<file path="src/rtl/uart_irq_pkg.sv">
package uart_irq_pkg;

    typedef enum logic [2:0] {
        SRC_LINE    = 3'd0,
        SRC_RXDATA  = 3'd1,
        SRC_TIMEOUT = 3'd2,
        SRC_THRE    = 3'd3,
        SRC_MODEM   = 3'd4,
        SRC_NONE    = 3'd5
    } irq_src_t;

    typedef enum logic {
        TX_QUIET   = 1'b0,
        TX_PENDING = 1'b1
    } thre_state_t;

    localparam logic [3:0] NIB_LINE    = 4'b0110;
    localparam logic [3:0] NIB_RXDATA  = 4'b0100;
    localparam logic [3:0] NIB_TIMEOUT = 4'b1100;
    localparam logic [3:0] NIB_THRE    = 4'b0010;
    localparam logic [3:0] NIB_MODEM   = 4'b0000;
    localparam logic [3:0] NIB_NONE    = 4'b0001;

endpackage

</file>
<file path="src/rtl/uart_irq_enable_reg.sv">
module uart_irq_enable_reg #(
    parameter int DATA_W  = 8,
    parameter int EN_BITS = 4
) (
    input  logic               clk,
    input  logic               rst_n,
    input  logic               wr,
    input  logic [DATA_W-1:0]  wdata,
    output logic [EN_BITS-1:0] en,
    output logic [DATA_W-1:0]  rdata,
    output logic               thre_en_rise
);
    localparam int PAD_W = DATA_W - EN_BITS;

    logic [EN_BITS-1:0] en_q;
    logic               unused_hi;

    assign unused_hi = ^wdata[DATA_W-1:EN_BITS];

    always_ff @(posedge clk or negedge rst_n) begin
        if (!rst_n)
            en_q <= '0;
        else if (wr)
            en_q <= wdata[EN_BITS-1:0];
    end

    assign en           = en_q;
    assign rdata        = {{PAD_W{1'b0}}, en_q};
    assign thre_en_rise = wr && wdata[1] && !en_q[1];

    // the register takes the written low bits on the next edge
    p_ier_load_r1: assert property (@(posedge clk) disable iff (!rst_n)
        wr |=> rdata[EN_BITS-1:0] == $past(wdata[EN_BITS-1:0]));

    // without a write the register holds
    p_ier_hold_r1: assert property (@(posedge clk) disable iff (!rst_n)
        !wr |=> $stable(rdata));

endmodule

</file>
<file path="src/rtl/uart_irq_thre_fsm.sv">
module uart_irq_thre_fsm
    import uart_irq_pkg::*;
(
    input  logic clk,
    input  logic rst_n,
    input  logic thr_empty,
    input  logic thr_wr,
    input  logic iir_rd,
    input  logic reported,
    input  logic en_rise,
    output logic pending
);
    thre_state_t state_q, state_d;
    logic        empty_q;
    logic        arm, clr;

    assign arm = (thr_empty && !empty_q) || (en_rise && thr_empty);
    assign clr = thr_wr || (iir_rd && reported);

    always_ff @(posedge clk or negedge rst_n) begin
        if (!rst_n) begin
            state_q <= TX_QUIET;
            empty_q <= 1'b1;
        end else begin
            state_q <= state_d;
            empty_q <= thr_empty;
        end
    end

    always_comb begin
        state_d = state_q;
        unique case (state_q)
            TX_QUIET:   if (arm && !clr) state_d = TX_PENDING;
            TX_PENDING: if (clr)         state_d = TX_QUIET;
            default:    state_d = TX_QUIET;
        endcase
    end

    always_comb begin
        pending = (state_q == TX_PENDING);
    end

    // a holding register write always ends the pending state
    p_thr_write_clears_r9: assert property (@(posedge clk) disable iff (!rst_n)
        thr_wr |=> !pending);

    // a read that reports holding-empty clears it
    p_read_clears_r8: assert property (@(posedge clk) disable iff (!rst_n)
        (iir_rd && reported) |=> !pending);

    // an empty rise with no clear arms the interrupt
    p_empty_rise_arms_r10: assert property (@(posedge clk) disable iff (!rst_n)
        (thr_empty && !empty_q && !clr) |=> pending);

endmodule

</file>
<file path="src/rtl/uart_irq_prio.sv">
module uart_irq_prio
    import uart_irq_pkg::*;
#(
    parameter int EN_BITS = 4
) (
    input  logic [EN_BITS-1:0] en,
    input  logic               fifo_en,
    input  logic               line_err,
    input  logic               rx_ready,
    input  logic               char_tmo,
    input  logic               thre_pend,
    input  logic               modem,
    output irq_src_t           src
);
    logic act_line, act_rx, act_tmo, act_thre, act_modem;

    always_comb begin
        act_line  = en[2] && line_err;
        act_rx    = en[0] && rx_ready;
        act_tmo   = en[0] && char_tmo && fifo_en;
        act_thre  = en[1] && thre_pend;
        act_modem = en[3] && modem;
    end

    always_comb begin
        if (act_line)       src = SRC_LINE;
        else if (act_rx)    src = SRC_RXDATA;
        else if (act_tmo)   src = SRC_TIMEOUT;
        else if (act_thre)  src = SRC_THRE;
        else if (act_modem) src = SRC_MODEM;
        else                src = SRC_NONE;
    end

endmodule

</file>
<file path="src/rtl/uart_irq_ident.sv">
module uart_irq_ident
    import uart_irq_pkg::*;
#(
    parameter int DATA_W  = 8,
    parameter int EN_BITS = 4
) (
    input  logic              clk,
    input  logic              rst_n,
    input  logic              ier_wr,
    input  logic [DATA_W-1:0] ier_wdata,
    output logic [DATA_W-1:0] ier_rdata,
    input  logic              iir_rd,
    output logic [7:0]        iir_o,
    input  logic              thr_wr,
    input  logic              fifo_en,
    input  logic              ev_line_err,
    input  logic              ev_rx_ready,
    input  logic              ev_char_tmo,
    input  logic              thr_empty,
    input  logic              ev_modem,
    output logic              irq
);
    logic [EN_BITS-1:0] en;
    logic               thre_en_rise;
    logic               thre_pend;
    irq_src_t           src;
    logic [3:0]         nib;

    uart_irq_enable_reg #(.DATA_W(DATA_W), .EN_BITS(EN_BITS)) u_ier (
        .clk          (clk),
        .rst_n        (rst_n),
        .wr           (ier_wr),
        .wdata        (ier_wdata),
        .en           (en),
        .rdata        (ier_rdata),
        .thre_en_rise (thre_en_rise)
    );

    uart_irq_thre_fsm u_thre (
        .clk       (clk),
        .rst_n     (rst_n),
        .thr_empty (thr_empty),
        .thr_wr    (thr_wr),
        .iir_rd    (iir_rd),
        .reported  (src == SRC_THRE),
        .en_rise   (thre_en_rise),
        .pending   (thre_pend)
    );

    uart_irq_prio #(.EN_BITS(EN_BITS)) u_prio (
        .en        (en),
        .fifo_en   (fifo_en),
        .line_err  (ev_line_err),
        .rx_ready  (ev_rx_ready),
        .char_tmo  (ev_char_tmo),
        .thre_pend (thre_pend),
        .modem     (ev_modem),
        .src       (src)
    );

    always_comb begin
        unique case (src)
            SRC_LINE:    nib = NIB_LINE;
            SRC_RXDATA:  nib = NIB_RXDATA;
            SRC_TIMEOUT: nib = NIB_TIMEOUT;
            SRC_THRE:    nib = NIB_THRE;
            SRC_MODEM:   nib = NIB_MODEM;
            default:     nib = NIB_NONE;
        endcase
    end

    always_comb begin
        iir_o = {fifo_en, fifo_en, 2'b00, nib};
        irq   = (src != SRC_NONE);
    end

    // the output line and the active-low pending bit agree
    p_irq_vs_pending_r2: assert property (@(posedge clk) disable iff (!rst_n)
        irq == !iir_o[0]);

    // a cleared enable register keeps the line low
    p_masked_quiet_r7: assert property (@(posedge clk) disable iff (!rst_n)
        (ier_rdata == '0) |-> !irq);

    // an enabled line error is always the reported source
    p_line_first_r3: assert property (@(posedge clk) disable iff (!rst_n)
        (ier_rdata[2] && ev_line_err) |-> (iir_o[3:0] == 4'b0110));

    // no timeout flag outside FIFO mode
    p_no_tmo_flag_r5: assert property (@(posedge clk) disable iff (!rst_n)
        !fifo_en |-> !iir_o[3]);

    // the unused pair stays zero
    p_mid_zero_r6: assert property (@(posedge clk) disable iff (!rst_n)
        iir_o[5:4] == 2'b00);

endmodule

</file>
<file path="config.mk">
export PLATFORM = sky130hd
export DESIGN_NAME = uart_irq_ident
export DESIGN_NICKNAME = d
export VERILOG_FILES = /design/src/rtl/uart_irq_pkg.sv /design/src/rtl/uart_irq_enable_reg.sv /design/src/rtl/uart_irq_thre_fsm.sv /design/src/rtl/uart_irq_prio.sv /design/src/rtl/uart_irq_ident.sv
export SDC_FILE = /design/constraint.sdc
export NUM_CORES = 1
export LEC_CHECK = 0
export ABC_CLOCK_PERIOD_IN_PS = 4190
export BUFFER_PORTS_ARGS = -buffer_cell sky130_fd_sc_hd__buf_2
export CAP_MARGIN = 10
export CORE_MARGIN = 2
export CORE_UTILIZATION = 30
export CTS_BUF_LIST = sky130_fd_sc_hd__clkbuf_8
export DETAILED_ROUTE_END_ITERATION = 16
export PLACE_DENSITY = 0.72
export SYNTH_ARGS = -nofsm -noshare
export SYNTH_HDL_FRONTEND = slang
export SYNTH_HIERARCHICAL = 1
export SYNTH_SLANG_ARGS = --single-unit
</file>
<file path="constraint.sdc">
create_clock -name clk -period 4.19 [get_ports clk]
set_input_delay 0.838 -clock clk [delete_from_list [all_inputs] [get_ports clk]]
set_output_delay 0.838 -clock clk [all_outputs]
set_load 0.01 [all_outputs]
</file>
==> reports/results.md, run 1 <==
| Item | This run | Unit |
| --- | --- | --- |
| Average cell area after synthesis | 9.732 | µm² |
| Min Tclk post-route | 2.778 | ns |
| # H-tree levels | 1 | - |
| Global-route track usage on met1 | 10.21 | % |
| Gates resized, CTS repair | 0 | - |
| Largest cells by area after synthesis | sky130_fd_sc_hd__dfrtp_1 29%, sky130_fd_sc_hd__buf_4 21%, sky130_fd_sc_hd__mux2_2 10%, sky130_fd_sc_hd__dfstp_2 6.0%, sky130_fd_sc_hd__and3b_2 4.6% | - |
| Commonest cells in the netlist | 12 x sky130_fd_sc_hd__buf_4, 5 x sky130_fd_sc_hd__dfrtp_1, 4 x sky130_fd_sc_hd__mux2_2, 4 x sky130_fd_sc_hd__nand2_1 | - |
| Hold-fix buffer count after cts | 0 | - |
| #FFs+latches synth | 6 | - |
| Number of enable flip-flop cells after synthesis | 0 | - |
| Maximum count of clock buffers along a single path | 2 | - |
| Max Cap Viol | 0 | - |
| Netlist Area Pre-Place | 437.9 | µm² |
| Setup fix buffers added after clock tree synthesis | 0 | - |
| Routed via count divided by cell count | 4.309 | - |
| Number of placement rows | 13 | - |
| PnR worst setup slack | 1.412 | ns |
| Area share of the leading cell type in the synthesized netlist | 28.57 | % |
| Effective utilization at floorplan | 32.83 | % |
| Total gr overflow | 0 | - |
| Design Power | 0.0002078 | W |
| Total number of vias | 349 | - |
| Met3 usage | 3.879 | % |
| Fraction of met2 tracks used by global routing | 16.00 | % |
| Final hold vios | 0 | - |
| Chip Width | 42.21 | µm |
| Post-Route Setup TNS | 0 | ns |
| Post-route DRC violation count | 0 | - |
| Seq/Total Area, Yosys | 34.57 | % |
| Proportion of synthesized flip-flops having asynchronous set or reset | 100.0 | % |
| Classification of the worst-slack hold path | input pin to asynchronous set/reset pin | - |
| Area of the core region | 1334 | µm² |
| Share of synthesized cell area in full adder, half adder and majority cells | 0 | % |
| Detail-routed net length per standard cell | 9.000 | µm |
| Diode count | 0 | - |
| CTS clock-pin slew for the worst setup and hold paths | 0.04 | ns |
| Worst path arrival time | 1.94 | ns |
| Leakage power | 0.2965 | nW |
| Total CTS buffers | 3 | - |
| Weighted congestion reported at the end of routability-driven placement | 0.6605 | - |
| Primary FF master, synth | sky130_fd_sc_hd__dfrtp_1 | - |
| Yosys top cell by area | sky130_fd_sc_hd__dfrtp_1 | - |
| Most repeated cell in the gate-level netlist after synthesis | sky130_fd_sc_hd__buf_4 | - |
| Final setup viols | 0 | - |
| Input/output buffers | 25 | - |
| Post-layout net count | 86 | - |
| Dominant combinational cell family by area after synthesis | buffers and inverters | - |
| Achievable frequency | 360.0 | MHz |
| Required time of the worst setup path | 3.35 | ns |
| Compound-gate portion of the synthesized area | 13.43 | % |
| Total detailed-routing wirelength | 729 | µm |
| Slew Viols, Final | 0 | - |
| Initial antenna violation count | 0 | - |
| Global Route Usage Sum | 10.19 | % |
| RSZ-0062 raised after global routing | no | - |
| CP startpoint kind | input pin | - |
| Simple-Gate Fraction of Synth Area | 17.43 | % |
| Fraction of synthesized area in multiplexers | 10.29 | % |
| Sort of element at the end of the critical path | output pin | - |
| Count of unique library cells instantiated by Yosys | 19 | - |
| Post-route ant nets | 0 | - |
| Filler Cells Inserted | 137 | - |
| Number of detailed-route iterations in the first pass | 1 | - |
| Total of warnings raised by yosys | 6 | - |
| Largest net degree at the start of global routing | 7 | - |
| Clock skew after layout | 0.005858 | ns |
| XOR/XNOR Fraction of Synth Area | 2.000 | % |
| Hold slack final | 0.4280 | ns |
| Worst Path Class, Setup | input pin to output pin | - |
| Synth Instances | 45 | - |
| Die boundary height | 42.21 | µm |
| Maximum fanout count along the critical path | 6 | - |
| Number of sinks on the clock net | 6 | - |
| Status | finished clean | - |
| Ports | 36 | - |
| Insertion delay of the later-clocked pin in the worst-skew pair | 0.22 | ns |
| Clock Root Buffer | sky130_fd_sc_hd__clkbuf_8 | - |
| P&R area growth vs syn | 26.00 | % |
| Power density of the placed cells | 376.7 | nW/µm² |
| Violation count after the first detailed-route iteration | 0 | - |
| Maximum VDD drop | 0.0002131 | V |
| Die Outline Area | 1781 | µm² |
| Number of global-route vias before repair | 353 | - |
| Busiest layer in global routing | met2 | - |
| Pre-CTS setup slack | 1.397 | ns |
| Final worst path period share | 66.30 | % |
| Share of layout cells above drive strength 1 | 57.58 | % |
| Worst R2R Setup Slack | 2.70 | ns |
| First-pass GRT wire length | 1331 | µm |
| CTS tree | yes | - |
path summary, 6_finish.rpt:
check	from	end	depth (start not counted)
min in group clk	u_ier/en[2]	u_ier/en[2]	1
max	fifo_en	iir_o[1]	7
min reg2reg	u_ier/en[2]	u_ier/en[2]	1
min	rst_n	u_ier/en[1]	1
max reg2reg	u_ier/en[0]	u_thre/pending	5
max in group asynchronous	rst_n	u_thre/empty_q	1
sequential cells by signal, indices dropped and copies added, names as in the netlist:
register        cells
u_thre/pending      1
u_ier/en            4
u_thre/empty_q      1
power breakdown:
| part | switching, W | total (W) | internal (W) |
|---|---|---|---|
| registers | 0.00000410 | 0.0000679 | 0.0000638 |
| clock network | 0.0000240 | 0.0000869 | 0.0000628 |
| logic | 0.0000277 | 0.0000530 | 0.0000253 |
routing by layer:
| layer | up-vias | share of wire, % | routed length [µm] |
|---|---|---|---|
| li1 | 177 | - | - |
| met1 | 152 | 40 | 289 |
| met2 | 20 | 52 | 379 |
| met3 | 0 | 8.2 | 60 |
| met4 | 0 | 0 | 0 |
| met5 | - | 0 | 0 |
stage by stage:
stage | instance area (µm²) | utilization [%] | cells
2_1_floorplan | 452.9 | - | 49
3_3_place_gp | 506.7 | 37.99 | 77
3_5_place_dp | 506.7 | 37.99 | 77
4_1_cts | 551.8 | 41.37 | 81
5_1_grt | 551.8 | 41.37 | 81
6_report | 551.8 | 41.37 | 81
layout make-up:
class	count	area, µm²	share of cell area [%]
repair buffers	25	125.1	22.68
clock inverters	1	3.754	0.6803
well taps	15	18.77	3.401
clock buffers	3	41.29	7.483
multi-input cells	31	211.5	38.32
flip-flops and latches	6	151.4	27.44
critical path: stages:
cell and delay, ns:
sky130_fd_sc_hd__buf_2 0.10, sky130_fd_sc_hd__and3_1 0.19, sky130_fd_sc_hd__a31o_1 0.20, sky130_fd_sc_hd__a21boi_2 0.26, sky130_fd_sc_hd__xor2_1 0.17, sky130_fd_sc_hd__nor2_1 0.05, sky130_fd_sc_hd__buf_2 0.14
cell usage in the layout (no fill, tap or decap):
cell type / synthesis / layout
sky130_fd_sc_hd__nand2_1: 4 / 4
sky130_fd_sc_hd__nand2b_1: 1 / 1
sky130_fd_sc_hd__buf_2: 0 / 25
sky130_fd_sc_hd__a211oi_2: 1 / 1
sky130_fd_sc_hd__clkbuf_8: 0 / 3
sky130_fd_sc_hd__xor2_1: 1 / 1
sky130_fd_sc_hd__dfrtp_1: 5 / 5
sky130_fd_sc_hd__a21boi_2: 1 / 1
sky130_fd_sc_hd__inv_1: 0 / 1
sky130_fd_sc_hd__mux2_2: 4 / 4
sky130_fd_sc_hd__a21oi_1: 2 / 2
sky130_fd_sc_hd__conb_1: 2 / 6
sky130_fd_sc_hd__a21oi_2: 1 / 1
sky130_fd_sc_hd__dfstp_2: 1 / 1
sky130_fd_sc_hd__nand3b_1: 1 / 1
sky130_fd_sc_hd__nor2_1: 2 / 2
sky130_fd_sc_hd__and3_1: 2 / 2
sky130_fd_sc_hd__and3b_2: 2 / 2
sky130_fd_sc_hd__nor3b_1: 1 / 1
sky130_fd_sc_hd__o21a_1: 1 / 1
sky130_fd_sc_hd__a31o_1: 1 / 1
logic make-up after synthesis:
kind of cell    after synthesis
buf+inv                      12
flops                         6
simple gates                 13
compound gates                7
other cells                   2
mux                           4
xor+xnor                      1
(Power assumes the default switching activity.)
==> run 2: changes to the inputs <==
Settings changed: ABC_AREA set to 1, ABC_CLOCK_PERIOD_IN_PS 4190 to 2700, PLACE_DENSITY 0.72 to 0.71.
Clock period 4.19 ns to 2.7 ns, I/O delays scaled along.
==> run 2 against run 1 <==
Critical path depth decreased by 1; utilization fell by 2.4 points; sequential share of layout area fell by 0.73 points; synthesized cell count grew 49%; worst hold slack worse by 0.30 ns; critical endpoint is now iir_o[3].
==> reports/results.md, run 2 <==
| Item | This run | Unit | Change |
| --- | --- | --- | --- |
| Total of warnings raised by yosys | 6 | - | unchanged |
| Highest metal layer with signal wires | met4 | - |  |
| Final setup viols | 0 | - | unchanged |
| Final worst path period share | 73.59 | % |  |
| Number of placement rows | 14 | - | +1 |
| Beginning of the critical path | u_ier/en[0] | - |  |
| Die Outline Area | 1832 | µm² | +2.8% |
| Initial antenna violation count | 0 | - | unchanged |
| Maximum fanout count along the critical path | 4 | - | -2 |
| Area share of the leading cell type in the synthesized netlist | 27.70 | % | -0.87 points |
| Final hold vios | 0 | - | unchanged |
| Number of sinks on the clock net | 6 | - | unchanged |
| Most frequent cells in the layout | 25 x sky130_fd_sc_hd__buf_2, 24 x sky130_fd_sc_hd__nand2_1, 10 x sky130_fd_sc_hd__inv_1, 6 x sky130_fd_sc_hd__conb_1, 5 x sky130_fd_sc_hd__dfrtp_1 | - |  |
| Worst path arrival time | 1.45 | ns | -0.49 ns |
| Maximum count of clock buffers along a single path | 2 | - | unchanged |
| Number of flip-flops in the largest register | 4 | - | unchanged |
| Ports | 36 | - | unchanged |
| Routed length on met1 | 301 | µm | +4.2% |
| Met2 WL | 436 | µm | +15% |
| End of the worst register-to-register path | u_thre/pending | - |  |
| Netlist Area Pre-Place | 451.7 | µm² | +3.1% |
| Total number of vias | 427 | - | +22% |
| #FFs+latches synth | 6 | - | unchanged |
| Chip Width | 42.80 | µm | +1.4% |
| Placed cell count | 100 | - | +30% |
| CTS tree | yes | - |  |
| Hold-fix buffer count after cts | 0 | - | unchanged |
| Routed via count divided by cell count | 4.106 | - | -4.7% |
| Yosys top cell by area | sky130_fd_sc_hd__dfrtp_1 | - |  |
| Maximum VDD drop | 0.0001824 | V | -14% |
| Number of cells in the finished layout apart from fillers | 104 | - | +28% |
| Required time of the worst setup path | 2.16 | ns | -1.19 ns |
| Number of global-route vias before repair | 376 | - | +6.5% |
| Total detailed-routing wirelength | 849 | µm | +16% |
| Input/output buffers | 25 | - | unchanged |
| Met3 routed WL | 96 | µm | +60% |
| CP startpoint kind | flop | - |  |
| Largest net degree at the start of global routing | 7 | - | unchanged |
| Most repeated cell in the gate-level netlist after synthesis | sky130_fd_sc_hd__nand2_1 | - |  |
| # H-tree levels | 1 | - | unchanged |
| Share of layout cells above drive strength 1 | 37.50 | % | -20 points |
| CTS clock-pin slew for the worst setup and hold paths | 0.04 | ns | about the same |
| Gates resized, CTS repair | 0 | - | unchanged |
| Post-Route Setup TNS | 0 | ns | unchanged |
| Area of the core region | 1454 | µm² | +9.0% |
| Status | finished clean | - |  |
| Diode count | 0 | - | unchanged |
| Slew Viols, Final | 0 | - | unchanged |
| Number of detailed-route iterations in the first pass | 4 | - | +3 |
| Clock skew after layout | 0.003287 | ns | -0.002571 ns |
| Achievable frequency | 503.3 | MHz |  |
| Filler Cells Inserted | 159 | - | +16% |
| RSZ-0062 raised after global routing | no | - |  |
| Violation count after the first detailed-route iteration | 5 | - | +5 |
| Number of enable flip-flop cells after synthesis | 0 | - | unchanged |
| Sort of element at the end of the critical path | output pin | - |  |
| Classification of the worst-slack hold path | input pin to asynchronous set/reset pin | - |  |
| Total CTS buffers | 3 | - | unchanged |
| Global Route Usage Sum | 10.48 | % | +0.30 points |
| Worst R2R Setup Slack | 1.34 | ns | -1.36 ns |
| Synth Instances | 67 | - | +49% |
| Detail-routed net length per standard cell | 8.163 | µm | -9.3% |
| Leading cell type in the layout, fill and taps excluded | sky130_fd_sc_hd__buf_2 | - |  |
| Weighted congestion reported at the end of routability-driven placement | 0.7119 | - | +7.8% |
| Seq/Total Area, Yosys | 33.52 | % | -1.1 points |
| Average cell area after synthesis | 6.742 | µm² | -31% |
| P&R area growth vs syn | 25.48 | % |  |
| Leakage power | 0.3741 | nW | +26% |
| Primary FF master, synth | sky130_fd_sc_hd__dfrtp_1 | - |  |
| Total gr overflow | 0 | - | unchanged |
| Clock Root Buffer | sky130_fd_sc_hd__clkbuf_8 | - |  |
| Reg2Reg Depth | 9 | - | +4 |
| Power density of the placed cells | 560.5 | nW/µm² | +49% |
| Worst Path Class, Setup | flop to output pin | - |  |
| Post-route ant nets | 0 | - | unchanged |
| Largest cells by area after synthesis | sky130_fd_sc_hd__dfrtp_1 28%, sky130_fd_sc_hd__buf_4 20%, sky130_fd_sc_hd__nand2_1 20%, sky130_fd_sc_hd__inv_1 7.5%, sky130_fd_sc_hd__dfstp_2 5.8% | - |  |
| Post-route DRC violation count | 0 | - | unchanged |
| First-pass GRT wire length | 1421 | µm | +6.8% |
| Startpoint of the lowest-slack register-to-register path | u_ier/en[0] | - |  |
| Post-DP HPWL | 709.4 | µm |  |
| Count of unique library cells instantiated by Yosys | 13 | - | -6 |
| Commonest cells in the netlist | 24 x sky130_fd_sc_hd__nand2_1, 12 x sky130_fd_sc_hd__buf_4, 9 x sky130_fd_sc_hd__inv_1 | - |  |
| Insertion delay of the later-clocked pin in the worst-skew pair | 0.22 | ns | about the same |
| Die boundary height | 42.80 | µm | +1.4% |
| Effective utilization at floorplan | 31.07 | % | -1.8 points |
| Min Tclk post-route | 1.987 | ns |  |
| Setup fix buffers added after clock tree synthesis | 0 | - | unchanged |
| Post-layout net count | 108 | - | +26% |
| Max Cap Viol | 0 | - | unchanged |
| Proportion of synthesized flip-flops having asynchronous set or reset | 100.0 | % | unchanged |
==> run 2: cell count changes after synthesis, moves of 2 or more <==
cell	previous run	this run
sky130_fd_sc_hd__inv_1	0	9
sky130_fd_sc_hd__and3_1	2	0
sky130_fd_sc_hd__mux2_2	4	0
sky130_fd_sc_hd__and3b_2	2	0
sky130_fd_sc_hd__nand2_1	4	24
sky130_fd_sc_hd__nand3_1	0	3
sky130_fd_sc_hd__nor2_1	2	4
==> run 2: how the worst max path moves through the flow <==
stage                           to  depth (start not counted)
after global placement    iir_o[3]                          7
after floorplan           iir_o[3]                          5
final                     iir_o[3]                          6
after detailed placement  iir_o[3]                          7
after global routing      iir_o[3]                          6
after CTS                 iir_o[3]                          6
==> run 2: kinds of logic (layout without fill, tap and decap cells) <==
family | Yosys count | count (layout) | share of synthesized area, %
compound gates | 4 | 4 | 6.095
buf+inv | 21 | 38 | 27.42
simple gates | 34 | 34 | 31.30
other cells | 2 | 6 | 1.663
flops | 6 | 6 | 33.52
==> run 2: per-layer routing <==
metal	up-vias	GRT usage [%]
met5	-	0
met4	0	7.500
met3	2	2.553
met2	20	17.88
met1	182	11.05
li1	223	-
==> run 2: stage by stage <==
step                      hold WS [ns]  area, µm²  util [%]  setup WS (ns)  power [W]
after CTS                       0.1319      566.8     38.98         0.7160  0.0003219
final                           0.1299      566.8     38.98         0.7130  0.0003177
after floorplan                 0.2444      466.7         -         0.9471  0.0001648
after global routing            0.1412      566.8     38.98         0.5956  0.0003361
after detailed placement        0.3672      521.8     35.89         0.7661  0.0001833
after global placement          0.3636      521.8     35.89         0.7842  0.0001813
==> run 2: where the power goes <==
| part | leakage (nW) | switching, W | internal (W) |
|---|---|---|---|
| registers | 0.0722 | 0.00000600 | 0.0000984 |
| logic | 0.275 | 0.0000466 | 0.0000310 |
| clock network | 0.0269 | 0.0000381 | 0.0000976 |
| total | 0.374 | 0.0000907 | 0.000227 |
==> run 2: final cells by class <==
class / count / area (µm²) / share of cell area (%)
multi-input combinational: 44 / 191.4 / 33.77
sequential: 6 / 151.4 / 26.71
timing repair buffer: 25 / 125.1 / 22.08
clock buffer: 3 / 41.29 / 7.285
inverter: 9 / 33.78 / 5.960
tap: 16 / 20.02 / 3.532
clock inverter: 1 / 3.754 / 0.6623
==> run 2: worst max-delay path: stages, from the launching register on <==
cell	delay, ns
sky130_fd_sc_hd__dfrtp_1	0.42
sky130_fd_sc_hd__nand2_2	0.11
sky130_fd_sc_hd__nand2_1	0.07
sky130_fd_sc_hd__a21oi_1	0.25
sky130_fd_sc_hd__inv_1	0.09
sky130_fd_sc_hd__nor3_1	0.13
sky130_fd_sc_hd__buf_2	0.15
==> run 3: changes to the inputs <==
Settings changed: ABC_CLOCK_PERIOD_IN_PS 2700 to 1700, PLACE_DENSITY 0.71 to 0.74.
Clock period 2.7 ns to 1.7 ns, I/O delays scaled along.
==> run 3 against run 2 <==
Register-to-register slack lost 0.90 ns; combinational power up 110%; cell area rose by 19%; global-route usage up 0.86 points; clock power grew 59%; utilization rose by 7.2 points; first-iteration DRC count down 60%; critical endpoint is now iir_o[2]; largest cell class unchanged; largest power group unchanged.
==> reports/results.md, run 3 (synthesis results as in run 2) <==
| Item | This run | Unit | Change |
| --- | --- | --- | --- |
| Busiest layer in global routing | met2 | - |  |
| Sum of buffers and inverters on the critical path | 2 | - | unchanged |
| Final cell area excluding filler cells | 671.9 | µm² | +19% |
| Post-route ant nets | 0 | - | unchanged |
| Number of placement rows | 14 | - | unchanged |
| Detail-routed net length per standard cell | 8.964 | µm | +9.8% |
| Achievable frequency | 590.2 | MHz |  |
| Final hold vios | 0 | - | unchanged |
| Worst path arrival time | 1.35 | ns | -0.10 ns |
| CTS clock-pin slew for the worst setup and hold paths | 0.04 | ns | about the same |
| Area of the core region | 1454 | µm² | unchanged |
| First-pass GRT wire length | 1531 | µm | +7.7% |
| CTS tree | yes | - |  |
| Crit-path most repeated cell | sky130_fd_sc_hd__nand2_2 | - |  |
| Cell area after placement | 521.8 | µm² | unchanged |
| Crit-path leading delay family | flip-flops | - |  |
| List of cells traversed by the critical path | nand2_2, nand2_2, a21oi_4, buf_4, a21oi_1, buf_2 | - |  |
| Fraction of met2 tracks used by global routing | 18.48 | % | +0.61 points |
| Total CTS buffers | 3 | - | unchanged |
| Die Outline Area | 1832 | µm² | unchanged |
| Number of flip-flops in the largest register | 4 | - | unchanged |
| Total gr overflow | 0 | - | unchanged |
| PnR worst setup slack | 0.005725 | ns | -0.7072 ns |
| Die boundary height | 42.80 | µm | unchanged |
| Sort of element at the end of the critical path | output pin | - |  |
| Share of layout cells above drive strength 1 | 52.13 | % | +15 points |
| Classification of the worst-slack hold path | input pin to flop | - |  |
| Maximum count of clock buffers along a single path | 2 | - | unchanged |
| Pre-CTS setup slack | 0.1148 | ns | -0.6514 ns |
| Routed via count divided by cell count | 4.182 | - | +1.9% |
| Slowest library cell on the worst path | sky130_fd_sc_hd__dfrtp_2 | - |  |
| Input/output buffers | 25 | - | unchanged |
| Maximum fanout count along the critical path | 4 | - | unchanged |
| Worst Path Class, Setup | flop to output pin | - |  |
| Ports | 36 | - | unchanged |
| Total number of vias | 460 | - | +7.7% |
| Number of global-route vias before repair | 422 | - | +12% |
| Post-DP HPWL | 719.9 | µm | +1.5% |
| Max Cap Viol | 0 | - | unchanged |
| Met3 usage | 1.702 | % | -0.85 points |
| Slew Viols, Final | 0 | - | unchanged |
| Total detailed-routing wirelength | 986 | µm | +16% |
| Leading cell type in the layout, fill and taps excluded | sky130_fd_sc_hd__buf_2 | - |  |
| Global-route track usage on met1 | 12.04 | % | +0.99 points |
| Chip Width | 42.80 | µm | unchanged |
| Final setup viols | 0 | - | unchanged |
| Leakage power | 0.4085 | nW | +9.2% |
| Clock Root Buffer | sky130_fd_sc_hd__clkbuf_8 | - |  |
| Maximum VDD drop | 0.0002856 | V | +57% |
| CP startpoint kind | flop | - |  |
| Number of detailed-route iterations in the first pass | 3 | - | -1 |
| Status | finished clean | - |  |
| Largest incremental delay on the critical path | 0.43 | ns | about the same |
| Initial antenna violation count | 0 | - | unchanged |
| Global Route Usage Sum | 11.35 | % | +0.86 points |
| Number of sinks on the clock net | 6 | - | unchanged |
| Weighted congestion reported at the end of routability-driven placement | 0.7140 | - | +0.29% |
| Power density of the placed cells | 812.2 | nW/µm² | +45% |
| Violation count after the first detailed-route iteration | 2 | - | -3 |
| # H-tree levels | 1 | - | unchanged |
| Most frequent cells in the layout | 25 x sky130_fd_sc_hd__buf_2, 20 x sky130_fd_sc_hd__nand2_1, 9 x sky130_fd_sc_hd__inv_1, 6 x sky130_fd_sc_hd__conb_1 | - |  |
| Effective utilization at floorplan | 31.07 | % | unchanged |
| RSZ-0062 raised after global routing | yes | - |  |
| Diode count | 0 | - | unchanged |
| P&R area growth vs syn | 48.75 | % |  |
| Insertion delay of the later-clocked pin in the worst-skew pair | 0.22 | ns | about the same |
| Post-Route Setup TNS | 0 | ns | unchanged |
| Post-route DRC violation count | 0 | - | unchanged |
| Largest net degree at the start of global routing | 7 | - | unchanged |
| Required time of the worst setup path | 1.36 | ns | -0.80 ns |
| Min Tclk post-route | 1.694 | ns |  |
| Clock skew after layout | 0.004355 | ns | +0.001068 ns |
| Final worst path period share | 99.66 | % |  |
| Post-layout net count | 114 | - | +5.6% |
## run 3: report_power, final
part | switching, W | internal [W] | total (W) | leakage, nW
Clock | 0.0000606 | 0.000155 | 0.000216 | 0.0269
Sequential | 0.00000986 | 0.000157 | 0.000167 | 0.0711
Combinational | 0.0000932 | 0.0000703 | 0.000164 | 0.311
Total | 0.000164 | 0.000382 | 0.000546 | 0.409
## run 3: worst register-to-register path, cell delays in order, from the launching register on
cell                      delay, ns
sky130_fd_sc_hd__dfrtp_2       0.40
sky130_fd_sc_hd__nand2_2       0.07
sky130_fd_sc_hd__buf_4         0.14
sky130_fd_sc_hd__a21oi_4       0.22
sky130_fd_sc_hd__nand3_2       0.11
sky130_fd_sc_hd__inv_1         0.07
sky130_fd_sc_hd__a21oi_2       0.05
sky130_fd_sc_hd__nand2_1       0.06
sky130_fd_sc_hd__inv_1         0.04
## run 3: worst paths after layout
path / start / to / slack (ns) / cells past startpoint
max: u_ier/en[0] / iir_o[2] / 0.006 / 6
min: thr_empty / u_thre/empty_q / 0.24 / 1
min in group asynchronous: rst_n / u_ier/en[3] / 0.47 / 2
max in group asynchronous: rst_n / u_thre/empty_q / 1.01 / 2
max reg2reg: u_ier/en[0] / u_thre/pending / 0.44 / 8
min reg2reg: u_ier/en[2] / u_ier/en[2] / 0.54 / 2
## run 3: layer usage
metal / vias to the layer above / routed length (µm)
li1: 238 / -
met1: 202 / 346
met2: 20 / 557
met3: 0 / 81
met4: 0 / 0
met5: - / 0
## run 3: area by class of cell
type | instances | area, µm²
multi-input combinational | 44 | 247.7
fill | 160 | 782.0
sequential | 6 | 152.6
inverter | 9 | 33.78
tap | 16 | 20.02
timing repair buffer | 31 | 172.7
clock buffer | 3 | 41.29
clock inverter | 1 | 3.754
## run 3: metrics by stage
stage	total power, W	hold slack [ns]	utilization (%)	instances
after floorplan	0.0002617	0.04441	-	71
after global placement	0.0002876	0.1628	35.89	100
after detailed placement	0.0002911	0.1673	35.89	100
after CTS	0.0005290	0.2384	42.17	108
after global routing	0.0005814	0.2374	46.21	110
final	0.0005457	0.2429	46.21	110
## run 3: timing repair
action,CTS,global route
gates resized for setup,3,12
setup endpoints to repair,4,5
pin swaps,2,3
endpoints found under the hold margin,5,0
hold buffers,1,0
setup buffers,3,2
